## src/rtl/pit_pkg.sv

```systemverilog
package pit_pkg;
  localparam int OFS_LOAD  = 0;
  localparam int OFS_CTRL  = 1;
  localparam int OFS_COUNT = 2;
  localparam int OFS_CMD   = 3;

  localparam int CMD_START   = 0;
  localparam int CMD_STOP    = 1;
  localparam int CMD_RESTART = 2;

  localparam int CTL_RUN      = 0;
  localparam int CTL_PERIODIC = 1;
  localparam int CTL_CHAIN    = 2;
  localparam int CTL_TRG_EN   = 3;
  localparam int CTL_TRG_INT  = 4;
  localparam int CTL_SEL      = 5;

  typedef struct packed {
    logic trg_int;
    logic trg_en;
    logic chain;
    logic periodic;
  } chan_mode_t;
endpackage

```

## src/rtl/pit_channel.sv

```systemverilog
module pit_channel
  import pit_pkg::*;
#(
  parameter int W        = 32,
  parameter int NCH      = 4,
  parameter bit HAS_PREV = 1'b1,
  localparam int SW      = $clog2(NCH)
) (
  input  logic           clk,
  input  logic           rst_n,
  input  logic           load_we,
  input  logic           ctrl_we,
  input  logic           cmd_we,
  input  logic [W-1:0]   wdata,
  input  logic           prev_expire,
  input  logic [NCH-1:0] ext_trig,
  input  logic [NCH-1:0] int_trig,
  output logic           expire,
  output logic           pre_trig,
  output logic           trig,
  output logic [W-1:0]   load_o,
  output logic [W-1:0]   ctrl_o,
  output logic [W-1:0]   count_o
);
  logic [W-1:0]  load_q, cnt_q;
  logic          run_q, pre_q, trig_q;
  chan_mode_t    mode_q;
  logic [SW-1:0] sel_q;

  logic start_cmd, stop_cmd, restart_cmd, trg_line, trg_start, tick;

  assign start_cmd   = cmd_we & wdata[CMD_START];
  assign stop_cmd    = cmd_we & wdata[CMD_STOP];
  assign restart_cmd = cmd_we & wdata[CMD_RESTART];
  assign trg_line    = mode_q.trg_int ? int_trig[sel_q] : ext_trig[sel_q];
  assign trg_start   = mode_q.trg_en & trg_line;
  assign tick        = (HAS_PREV && mode_q.chain) ? prev_expire : 1'b1;
  assign expire      = run_q & tick & (cnt_q == '0);

  always_ff @(posedge clk or negedge rst_n) begin
    if (!rst_n) begin
      load_q <= '0;
      cnt_q  <= '0;
      run_q  <= 1'b0;
      pre_q  <= 1'b0;
      trig_q <= 1'b0;
      mode_q <= '0;
      sel_q  <= '0;
    end else begin
      pre_q  <= expire;
      trig_q <= pre_q;
      if (load_we) load_q <= wdata;
      if (ctrl_we) begin
        mode_q <= wdata[CTL_TRG_INT:CTL_PERIODIC];
        sel_q  <= wdata[CTL_SEL +: SW];
      end
      if (start_cmd || trg_start) begin
        run_q <= 1'b1;
        cnt_q <= load_q;
      end else if (stop_cmd) begin
        run_q <= 1'b0;
      end else if (restart_cmd) begin
        cnt_q <= load_q;
      end else if (expire) begin
        if (mode_q.periodic) cnt_q <= load_q;
        else                 run_q <= 1'b0;
      end else if (run_q && tick) begin
        cnt_q <= cnt_q - W'(1);
      end
    end
  end

  assign pre_trig = pre_q;
  assign trig     = trig_q;
  assign load_o   = load_q;
  assign count_o  = cnt_q;
  assign ctrl_o   = W'({sel_q, mode_q, run_q});

  // a running, ticking, nonzero counter with no command goes down by one
  assert_decrement_R1: assert property (@(posedge clk) disable iff (!rst_n)
    run_q && tick && (cnt_q != '0) && !cmd_we && !trg_start
    |=> cnt_q == $past(cnt_q) - W'(1));

  // trigger follows pre-trigger by one clock
  assert_trig_delay_R3: assert property (@(posedge clk) disable iff (!rst_n)
    pre_q |=> trig_q);

  // one-shot expiry halts the channel
  assert_oneshot_halt_R4: assert property (@(posedge clk) disable iff (!rst_n)
    expire && !mode_q.periodic && !start_cmd && !trg_start |=> !run_q);

  // restart reloads the counter
  assert_restart_load_R6: assert property (@(posedge clk) disable iff (!rst_n)
    restart_cmd && !start_cmd && !stop_cmd && !trg_start
    |=> cnt_q == $past(load_q));

  // a chained channel holds its count until its neighbour expires
  assert_chain_hold_R7: assert property (@(posedge clk) disable iff (!rst_n)
    !tick && !cmd_we && !trg_start |=> cnt_q == $past(cnt_q));
endmodule

```

## src/rtl/pit_irq.sv

```systemverilog
module pit_irq #(
  parameter int NCH = 4
) (
  input  logic           clk,
  input  logic           rst_n,
  input  logic [NCH-1:0] expire,
  input  logic           clr_we,
  input  logic           mask_we,
  input  logic [NCH-1:0] wbits,
  output logic [NCH-1:0] flags,
  output logic [NCH-1:0] mask,
  output logic           irq
);
  logic [NCH-1:0] clr_bits;
  assign clr_bits = clr_we ? wbits : '0;

  always_ff @(posedge clk or negedge rst_n) begin
    if (!rst_n) begin
      flags <= '0;
      mask  <= '0;
    end else begin
      flags <= (flags & ~clr_bits) | expire;
      if (mask_we) mask <= wbits;
    end
  end

  assign irq = |(flags & mask);

  for (genvar i = 0; i < NCH; i++) begin : g_chk
    assert_flag_set_R8: assert property (@(posedge clk) disable iff (!rst_n)
      expire[i] |=> flags[i]);
    assert_flag_hold_R8: assert property (@(posedge clk) disable iff (!rst_n)
      flags[i] && !(clr_we && wbits[i]) |=> flags[i]);
    assert_flag_clear_R8: assert property (@(posedge clk) disable iff (!rst_n)
      clr_we && wbits[i] && !expire[i] |=> !flags[i]);
  end
endmodule

```

## src/rtl/pit_bank.sv

```systemverilog
module pit_bank
  import pit_pkg::*;
#(
  parameter int NCH = 4,
  parameter int W   = 32,
  localparam int AW = $clog2(4 * NCH + 2)
) (
  input  logic           clk,
  input  logic           rst_n,
  input  logic           wr_en,
  input  logic [AW-1:0]  wr_addr,
  input  logic [W-1:0]   wr_data,
  input  logic [AW-1:0]  rd_addr,
  output logic [W-1:0]   rd_data,
  input  logic [NCH-1:0] ext_trig,
  output logic [NCH-1:0] pre_trig,
  output logic [NCH-1:0] trig,
  output logic           irq
);
  localparam int FLAG_ADDR = 4 * NCH;
  localparam int MASK_ADDR = 4 * NCH + 1;

  logic [NCH-1:0] expire, prev_exp, flags, mask;
  logic [W-1:0]   load_v [NCH];
  logic [W-1:0]   ctrl_v [NCH];
  logic [W-1:0]   cnt_v  [NCH];

  assign prev_exp = {expire[NCH-2:0], 1'b0};

  for (genvar i = 0; i < NCH; i++) begin : g_ch
    pit_channel #(.W(W), .NCH(NCH), .HAS_PREV(i > 0)) u_ch (
      .clk         (clk),
      .rst_n       (rst_n),
      .load_we     (wr_en && (wr_addr == AW'(4 * i + OFS_LOAD))),
      .ctrl_we     (wr_en && (wr_addr == AW'(4 * i + OFS_CTRL))),
      .cmd_we      (wr_en && (wr_addr == AW'(4 * i + OFS_CMD))),
      .wdata       (wr_data),
      .prev_expire (prev_exp[i]),
      .ext_trig    (ext_trig),
      .int_trig    (trig),
      .expire      (expire[i]),
      .pre_trig    (pre_trig[i]),
      .trig        (trig[i]),
      .load_o      (load_v[i]),
      .ctrl_o      (ctrl_v[i]),
      .count_o     (cnt_v[i])
    );
  end

  pit_irq #(.NCH(NCH)) u_irq (
    .clk     (clk),
    .rst_n   (rst_n),
    .expire  (expire),
    .clr_we  (wr_en && (wr_addr == AW'(FLAG_ADDR))),
    .mask_we (wr_en && (wr_addr == AW'(MASK_ADDR))),
    .wbits   (wr_data[NCH-1:0]),
    .flags   (flags),
    .mask    (mask),
    .irq     (irq)
  );

  always_comb begin
    rd_data = '0;
    for (int i = 0; i < NCH; i++) begin
      if (rd_addr == AW'(4 * i + OFS_LOAD))  rd_data = load_v[i];
      if (rd_addr == AW'(4 * i + OFS_CTRL))  rd_data = ctrl_v[i];
      if (rd_addr == AW'(4 * i + OFS_COUNT)) rd_data = cnt_v[i];
    end
    if (rd_addr == AW'(FLAG_ADDR)) rd_data = W'(flags);
    if (rd_addr == AW'(MASK_ADDR)) rd_data = W'(mask);
  end

  // interrupt line follows masked flags one clock after a new expiry
  assert_irq_on_expiry_R9: assert property (@(posedge clk) disable iff (!rst_n)
    |(expire & mask) && !(wr_en && (wr_addr == AW'(MASK_ADDR))) |=> irq);
endmodule

```

## config.mk

```make
export PLATFORM = sky130hd
export DESIGN_NAME = pit_bank
export DESIGN_NICKNAME = d
export VERILOG_FILES = /design/src/rtl/pit_pkg.sv /design/src/rtl/pit_channel.sv /design/src/rtl/pit_irq.sv /design/src/rtl/pit_bank.sv
export SDC_FILE = /design/constraint.sdc
export NUM_CORES = 1
export LEC_CHECK = 0
export BUFFER_PORTS_ARGS = -buffer_cell sky130_fd_sc_hd__buf_2
export CORE_ASPECT_RATIO = 0.5
export CORE_MARGIN = 10
export CORE_UTILIZATION = 30
export DETAILED_ROUTE_END_ITERATION = 8
export GPL_TIMING_DRIVEN = 0
export PLACE_DENSITY = 0.52
export REMOVE_ABC_BUFFERS = 1
export SETUP_SLACK_MARGIN = 0.15
export SLEW_MARGIN = 10
export SYNTH_ARGS = -nofsm -noshare
export SYNTH_HDL_FRONTEND = slang
export SYNTH_SLANG_ARGS = --single-unit
```

## constraint.sdc

```tcl
create_clock -name clk -period 3.9 [get_ports clk]
set_input_delay 0.39 -clock clk [delete_from_list [all_inputs] [get_ports clk]]
set_output_delay 0.39 -clock clk [all_outputs]
set_load 0.05 [all_outputs]
```

==> metrics.md, run 1 <==
| Metric | Value |
|---|---|
| DRC Markers | `0` |
| DIE AREA | `~67000 um2` |
| Tmin final | `3750 ps` |
| Average wire per cell in the routed design | `24.3 um` |
| Least-Margin Pin Slew | `1090 ps` |
| IO Pins | `90` |
| Switch Pwr | `0.00502 W` |
| CP arrival | `~4200 ps` |
| P per Cell Area | `628 nW/um2` |
| Vias per Instance | `between 5 and 6` |
| Synth Area in Compound Gates | `21.9%` |
| Starting Density | `between 30% and 40%` |
| Max incr delay on CP | `750 ps` |
| Flop pwr share | `43.2%` |
| Startpoint Class | `flop` |
| CP max stage cell | `o21ai_4` |
| Final net count | `between 1500 and 2000` |
| Antenna-violating nets left | `0` |
| Worst R2R Path Depth | `8` |
| Seq/Total Area, Yosys | `between 40% and 50%` |
| Xor/xnor share of the synthesized area | `0%` |
| Hold Crit Start | `wr_data[19]` |
| Synth Area in Simple Gates | `15.4%` |
| Lkg Pwr | `8.88 nW` |
| Crit path max fanout | `24` |
| Clock buffer depth | `3` |
| Final Power | `0.0127 W` |
| Critical path data required time | `about 4300 ps` |
| Syn avg cell area | `9.59 um2` |
| Most used DFF post-synth | `dfrtp_1` |
| Layout cells sized above 1 | `21.5%` |
| FP Rows | `just over 60` |
| # Max-Cap Violations | `0` |
| Clock skew | `18.2 ps` |
| CP top delay family | `simple AND/OR/NAND/NOR gates` |
| Area of the multi-input gates | `9020 um2` |
| DR iter-0 viols | `1742` |
| Clock Pin Slew Worst Setup and Hold Paths | `60 ps` |
| Net Sw Frac | `39.5%` |
| Final TNS setup | `0 ps` |
| Count leader, synth | `dfrtp_1` |
| DP HPWL | `46.3 mm` |
| Crit share post-route | `96.1%` |
| Vias in the first global route | `14500` |
| Core ar. | `55800 um2` |
| Reg-to-reg setup timing slack | `150 ps` |
| Worst reg2reg endpoint | `g_ch[3].u_ch.count_o[13]$_DFFE_PN0P_` |
| Initial antenna violation count | `6` |
| H-tree levels | `2` |
| Placer congestion estimate | `roughly 0.88` |
| Largest net degree at the start of global routing | `102` |
| Rel. slew slack | `26.8%` |
| Syn Inst Count | `1774` |
| Logic gate share of total power | `between 20 and 30%` |
| Worst-path cell chain | `or4_1 -> or4_4 -> nor4_4 -> buf_4 -> a21boi_2 -> o21ai_4 -> o22ai_1 -> a22o_1` |
| Worst-Skew Late Latency | `approximately 540 ps` |
| RSZ-0062 raised after global routing | `yes` |
| Die span in y | `188 um` |
| Via count | `15400` |
| Post-synth EDFFs | `0` |
| CP Capture Type | `flop` |
| FF+latch area | `approximately 7500 um2` |
| Worst R2R Start | `g_ch[1].u_ch.count_o[6]$_DFFE_PN0P_` |
| CTS buffer count | `34` |
| First-pass GRT wire length | `95.3 mm` |
| Async set-reset flop share out of synthesis | `100%` |
| Main combinational cell family by area after synthesis | `compound AO/OA/AOI/OAI gates` |
| CTS tree | `done` |
| Pint | `~0.0077 W` |
| Top post-synthesis cells by area | `dfrtp_1, mux2_2, mux2i_1, a22oi_1, a21oi_1` |
| Die X | `357 um` |
| Setup CP Type | `flop to flop` |
| Yosys cell types | `73` |
| Final Hold Viols | `0` |
| Synthesized cell area | `17000 um2` |
| Proportion of synthesized area in mux cells | `13.7%` |
| Cell chosen for the clock root | `clkbuf_16` |
| GRT Resource Usage Total | `18.2%` |
| Post-synth top area cell | `dfrtp_1` |
| Clock power frac | `27.1%` |
| Run status | `completed` |
| Fillers | `5562` |
| Synth top cells by count | `dfrtp_1, mux2_2, nor2_1, nand2_1, a21oi_1` |
| WP depth | `8` |
| Crit path to | `g_ch[3].u_ch.count_o[13]$_DFFE_PN0P_` |
| Peak supply drop | `266 uV` |
| DRT Wirelength | `63.7 mm` |
| Layout area overhead | `18.9%` |
| FMAX | `0.267 GHz` |
| # setup viols final | `0` |
| HP Class | `input pin to flop` |
| Yosys warns | `0` |
| CP Buf/Inv Count | `1` |
| Port Buf Inserts | `89` |
| Worst setup path startpoint | `g_ch[1].u_ch.count_o[6]$_DFFE_PN0P_` |
| TritonCTS Sinks | `300` |
| Area share of fa/ha/maj cells after synthesis | `0.441%` |
| Flops & latches, synth | `300` |
| Fin. max-slew vios | `0` |
| Pre-Repair DR Iteration Count | `6` |
| Global route total overflow | `0` |
| Top cell type's share of synthesized area | `~44%` |
[stage by stage]
step / std cells / worst slack [ps] / hold WS [ps] / cell area, um2 / util (%)
floorplan: 1649 / -2660 / 94.4 / 16500 / -
global placement: 2494 / -6120 / 355 / 17900 / 32.0
detailed placement: 2535 / -1090 / 310 / 18800 / 33.7
CTS: 2607 / 164 / 113 / 20100 / 36.0
global route: 2617 / 15.2 / 131 / 20200 / 36.2
finish: 2618 / 151 / 119 / 20200 / 36.2
[cell type report]
type	count	area share, %
Clock inverter	4	0.235
Antenna cell	4	0.0495
Inverter	57	1.06
Clock buffer	56	5.62
Multi-Input combinational cell	1294	44.6
Tap cell	756	4.68
Sequential cell	300	37.1
Timing Repair Buffer	147	6.65
[how the worst min path moves through the flow]
stage                                          end  slack [ps]  depth (start not counted)
2_1_floorplan  g_ch[0].u_ch.count_o[0]$_DFFE_PN0P_          90                          0
3_3_place_gp           g_ch[3].u_ch.trig$_DFF_PN0_         360                          0
3_5_place_dp       g_ch[1].u_ch.pre_trig$_DFF_PN0_         310                          1
4_1_cts        g_ch[3].u_ch.load_o[19]$_DFFE_PN0P_         110                          3
5_1_grt        g_ch[3].u_ch.load_o[19]$_DFFE_PN0P_         130                          3
6_report       g_ch[3].u_ch.load_o[19]$_DFFE_PN0P_         120                          3
[tightest hold or removal path, delay by kind of cell]
family,cells,cell delay (ps)
AO/OA/AOI/OAI,1,60
buffers and inverters,1,120
AND/OR/NAND/NOR,1,50
[layout by cell type (no fill, tap or decap), types with 29 or more instances in the layout]
cell / netlist / routed
mux2_2: 131 / 131
o2bb2ai_1: 47 / 47
mux2i_1: 66 / 66
clkbuf_16: 0 / 37
inv_1: 57 / 57
nand2_1: 116 / 113
dfrtp_1: 300 / 300
nor3_1: 60 / 58
buf_2: 16 / 88
a21oi_1: 110 / 110
a221oi_1: 29 / 29
nor4_1: 37 / 29
o21ai_0: 108 / 108
o22ai_1: 44 / 44
nor2_1: 129 / 122
a22oi_1: 87 / 87
a22o_1: 35 / 35
nand3_1: 53 / 53
[state kept, by name, indices dropped and copies added (netlist names)]
name                count
g_ch.u_ch.count_o     128
g_ch.u_ch.ctrl_o       16
g_ch.u_ch.load_o      128
g_ch.u_ch.pre_trig      4
g_ch.u_ch.run_q         4
g_ch.u_ch.sel_q         8
g_ch.u_ch.trig          4
u_irq.flags             4
u_irq.mask              4
[layer usage]
metal	track usage, %	vias up	wire, um
met3	4.28	97	5540
met4	5.50	4	1660
met2	27.4	609	28000
li1	-	6887	-
met5	0	-	19
met1	25.6	7759	28400
[kinds of logic after synthesis]
group | count (synthesis)
flip-flops | 300
AO/OA/AOI/OAI | 556
multiplexers | 206
adder cells (fa/ha/maj) | 6
buffers and inverters | 182
AND/OR/NAND/NOR | 524
[power groups by stage]
stage / combinational, W / sequential (W) / clock [W]
floorplan: 0.00245 / 0.00493 / 0
global placement: 0.00334 / 0.00547 / 0
detailed placement: 0.00356 / 0.00549 / 0
CTS: 0.00365 / 0.00545 / 0.00348
global route: 0.00412 / 0.00563 / 0.00362
finish: 0.00377 / 0.00549 / 0.00344
[what timing repair did]
item	4_1_cts	5_1_grt
buffers inserted	10	6
endpoints found under the setup margin	92	40
gates cloned	1	1
hold buffers	1	0
endpoints found under the hold margin	47	0
gates resized for setup	10	4
pin swaps	9	3
Power figures use the tool's default switching activity.
==> run 2, diff against run 1 <==
CORE_MARGIN = unset   (was 10)
==> metrics.md, run 2 (same netlist as run 1, synthesis figures left out) <==
| Metric | Value |
|---|---|
| Startpoint Class | `flop` |
| Most common cell after layout, fill and taps aside | `dfrtp_1` |
| Largest net degree at the start of global routing | `103 (+0.98%)` |
| Antenna-violating nets left | `0 (unchanged)` |
| Cell chosen for the clock root | `clkbuf_16` |
| Max incr delay on CP | `700 ps (-50 ps)` |
| Initial antenna violation count | `0 (-6)` |
| Crit path max fanout | `22 (-8.3%)` |
| CP most frequent cell | `or4_4` |
| HP Class | `input pin to flop` |
| Pint | `0.00761 W (-0.90%)` |
| FMAX | `0.267 GHz (+0.17%)` |
| TritonCTS Sinks | `300 (unchanged)` |
| Layout area overhead | `18.7%` |
| Peak supply drop | `292 uV (+9.7%)` |
| Crit share post-route | `96.0% (-0.16 points)` |
| Die span in y | `170 um (-9.6%)` |
| Placement Setup Slack | `-1460 ps (-372 ps)` |
| CTS tree | `done` |
| H-tree levels | `2 (unchanged)` |
| Setup CP Type | `flop to flop` |
| # setup viols final | `0 (unchanged)` |
| Switch Pwr | `0.00506 W (+0.83%)` |
| RSZ-0062 raised after global routing | `yes` |
| DRC Markers | `0 (unchanged)` |
| CTS buffer count | `34 (unchanged)` |
| Lkg Pwr | `8.86 nW (-0.24%)` |
| Rel. slew slack | `29.3% (+2.4 points)` |
| Net Sw Frac | `39.9% (+0.41 points)` |
| Run status | `completed` |
| Clock buffer depth | `3 (unchanged)` |
| Vias per Instance | `5.88 (+0.20%)` |
| Placer congestion estimate | `0.854 (-2.7%)` |
| Clock Pin Slew Worst Setup and Hold Paths | `60 ps (about the same)` |
| Clock skew | `18.5 ps (+0.349 ps)` |
| Final worst setup slack | `158 ps (+6.34 ps)` |
| CP Buf/Inv Count | `1 (unchanged)` |
| Tmin final | `3740 ps (-6.34 ps)` |
| Starting Density | `30.5% (unchanged)` |
| Die X | `339 um (-5.0%)` |
| DP HPWL | `45.9 mm (-0.71%)` |
| Flop pwr share | `43.4% (+0.2 points)` |
| Fin. max-slew vios | `0 (unchanged)` |
| Ant. Diodes | `0 (-4)` |
| Final net count | `1888 (-0.053%)` |
| CP max stage cell | `or4_1` |
| Fillers | `5614 (+0.93%)` |
| Port Buf Inserts | `89 (unchanged)` |
| Global route total overflow | `0 (unchanged)` |
| # Max-Cap Violations | `0 (unchanged)` |
| Hold WS | `126 ps (+7.66 ps)` |
| Worst-Skew Late Latency | `540 ps (about the same)` |
| Final Hold Viols | `0 (unchanged)` |
| Critical path data required time | `4320 ps (about the same)` |
| CP Capture Type | `flop` |
| Pre-Repair DR Iteration Count | `6 (unchanged)` |
| DRT Wirelength | `64.6 mm (+1.5%)` |
| Layout cells sized above 1 | `21.2% (-0.34 points)` |
| Area of the multi-input gates | `9060 um2 (+0.51%)` |
| Logic gate share of total power | `30.2% (+0.5 points)` |
| IO Pins | `90 (unchanged)` |
| Final Power | `0.0127 W (-0.21%)` |
| Via count | `15300 (-0.072%)` |
| Vias in the first global route | `14600 (+1.2%)` |
| Final core occ | `36.2% (-0.056 points)` |
| First-pass GRT wire length | `95.9 mm (+0.62%)` |
| FP Rows | `61 (unchanged)` |
| Worst-path cell chain | `or4_4 -> or4_4 -> or4_1 -> o211a_1 -> o21a_4 -> buf_12 -> mux2i_1 -> a22o_1` |
| CP top delay family | `simple AND/OR/NAND/NOR gates` |
| DR iter-0 viols | `1720 (-1.3%)` |
| Clock power frac | `26.4% (-0.7 points)` |
| Core ar. | `55800 um2 (unchanged)` |
| GRT Resource Usage Total | `21.9% (+3.7 points)` |
| P per Cell Area | `627 nW/um2 (about the same)` |
| Most frequent cells in the layout | `dfrtp_1, mux2_2, nor2_1, nand2_1, a21oi_1` |
| CP arrival | `4160 ps (about the same)` |
| Least-Margin Pin Slew | `1050 ps (-42.6 ps)` |
| FF+latch area | `7510 um2 (unchanged)` |
| Average wire per cell in the routed design | `24.7 um (+1.7%)` |
| DIE AREA | `57700 um2 (-14%)` |
-- run 2: cell count changes in the layout (fill, tap and decap cells not counted), moves of 2 or more --
cell / before / now
buf_6: 4 / 6
clkbuf_8: 14 / 3
clkbuf_1: 5 / 12
or4_1: 14 / 12
bufinv_16: 1 / 3
diode_2: 4 / 0
buf_12: 7 / 9
buf_4: 23 / 18
or4_4: 3 / 5
-- run 2: power by group through the flow --
stage	Clock, W	Combinational, W	Sequential [W]
2_1_floorplan	0	0.00245	0.00493
3_3_place_gp	0	0.00334	0.00547
3_5_place_dp	0	0.00360	0.00548
4_1_cts	0.00340	0.00371	0.00544
5_1_grt	0.00351	0.00415	0.00563
6_report	0.00334	0.00383	0.00550
-- run 2: what timing repair did --
item | in CTS | in global routing
endpoints found under the hold margin | 23 | 0
resized for setup | 12 | 7
setup buffers | 12 | 2
gates cloned | 2 | 1
pin swaps | 8 | 2
hold buffers | 1 | 0
setup endpoints to repair | 72 | 39
-- run 2: worst reg2reg max path: stages, from the launching register on --
cell     delay [ps]
dfrtp_1         470
or4_4           600
or4_4           560
or4_1           700
o211a_1         410
o21a_4          300
buf_12          230
mux2i_1         170
a22o_1          190
-- run 2: per-layer routing --
layer  up-vias  share of wire (%)  GRT usage [%]
met5         -                  0              0
met4         0                1.8           4.84
met3        84                7.7           4.24
met2       576                 44           33.5
met1      7825                 47           31.8
li1       6860                  -              -
-- run 2: final timing paths --
path | startpoint | end | slack [ps] | cells past startpoint
max in group asynchronous | rst_n | g_ch[1].u_ch.sel_q[1]$_DFFE_PN0P_ | 2340 | 4
worst min register to register | g_ch[1].u_ch.pre_trig$_DFF_PN0_ | g_ch[1].u_ch.trig$_DFF_PN0_ | 370 | 0
worst min-delay path | wr_data[19] | g_ch[3].u_ch.load_o[19]$_DFFE_PN0P_ | 130 | 3
worst max-delay path | g_ch[3].u_ch.count_o[14]$_DFFE_PN0P_ | g_ch[3].u_ch.count_o[13]$_DFFE_PN0P_ | 160 | 8
min in group asynchronous | rst_n | g_ch[2].u_ch.count_o[18]$_DFFE_PN0P_ | 290 | 2
worst max register to register | g_ch[3].u_ch.count_o[14]$_DFFE_PN0P_ | g_ch[3].u_ch.count_o[13]$_DFFE_PN0P_ | 160 | 8
-- run 2: stage by stage --
step | TNS (ps) | area (um2) | instances
2_1_floorplan | -92300 | 16500 | 1649
3_3_place_gp | -1611010 | 17900 | 2494
3_5_place_dp | -52940 | 18800 | 2535
4_1_cts | 0 | 20100 | 2608
5_1_grt | 0 | 20200 | 2611
6_report | 0 | 20200 | 2611
-- run 2: cell type report --
| type | count | share of cell area (%) |
|---|---|---|
| timing repair buffer | 145 | 6.64 |
| multi-input combinational | 1295 | 44.9 |
| clock buffer | 52 | 5.01 |
| clock inverter | 6 | 0.533 |
| sequential | 300 | 37.2 |
| tap | 756 | 4.68 |
| inverter | 57 | 1.06 |
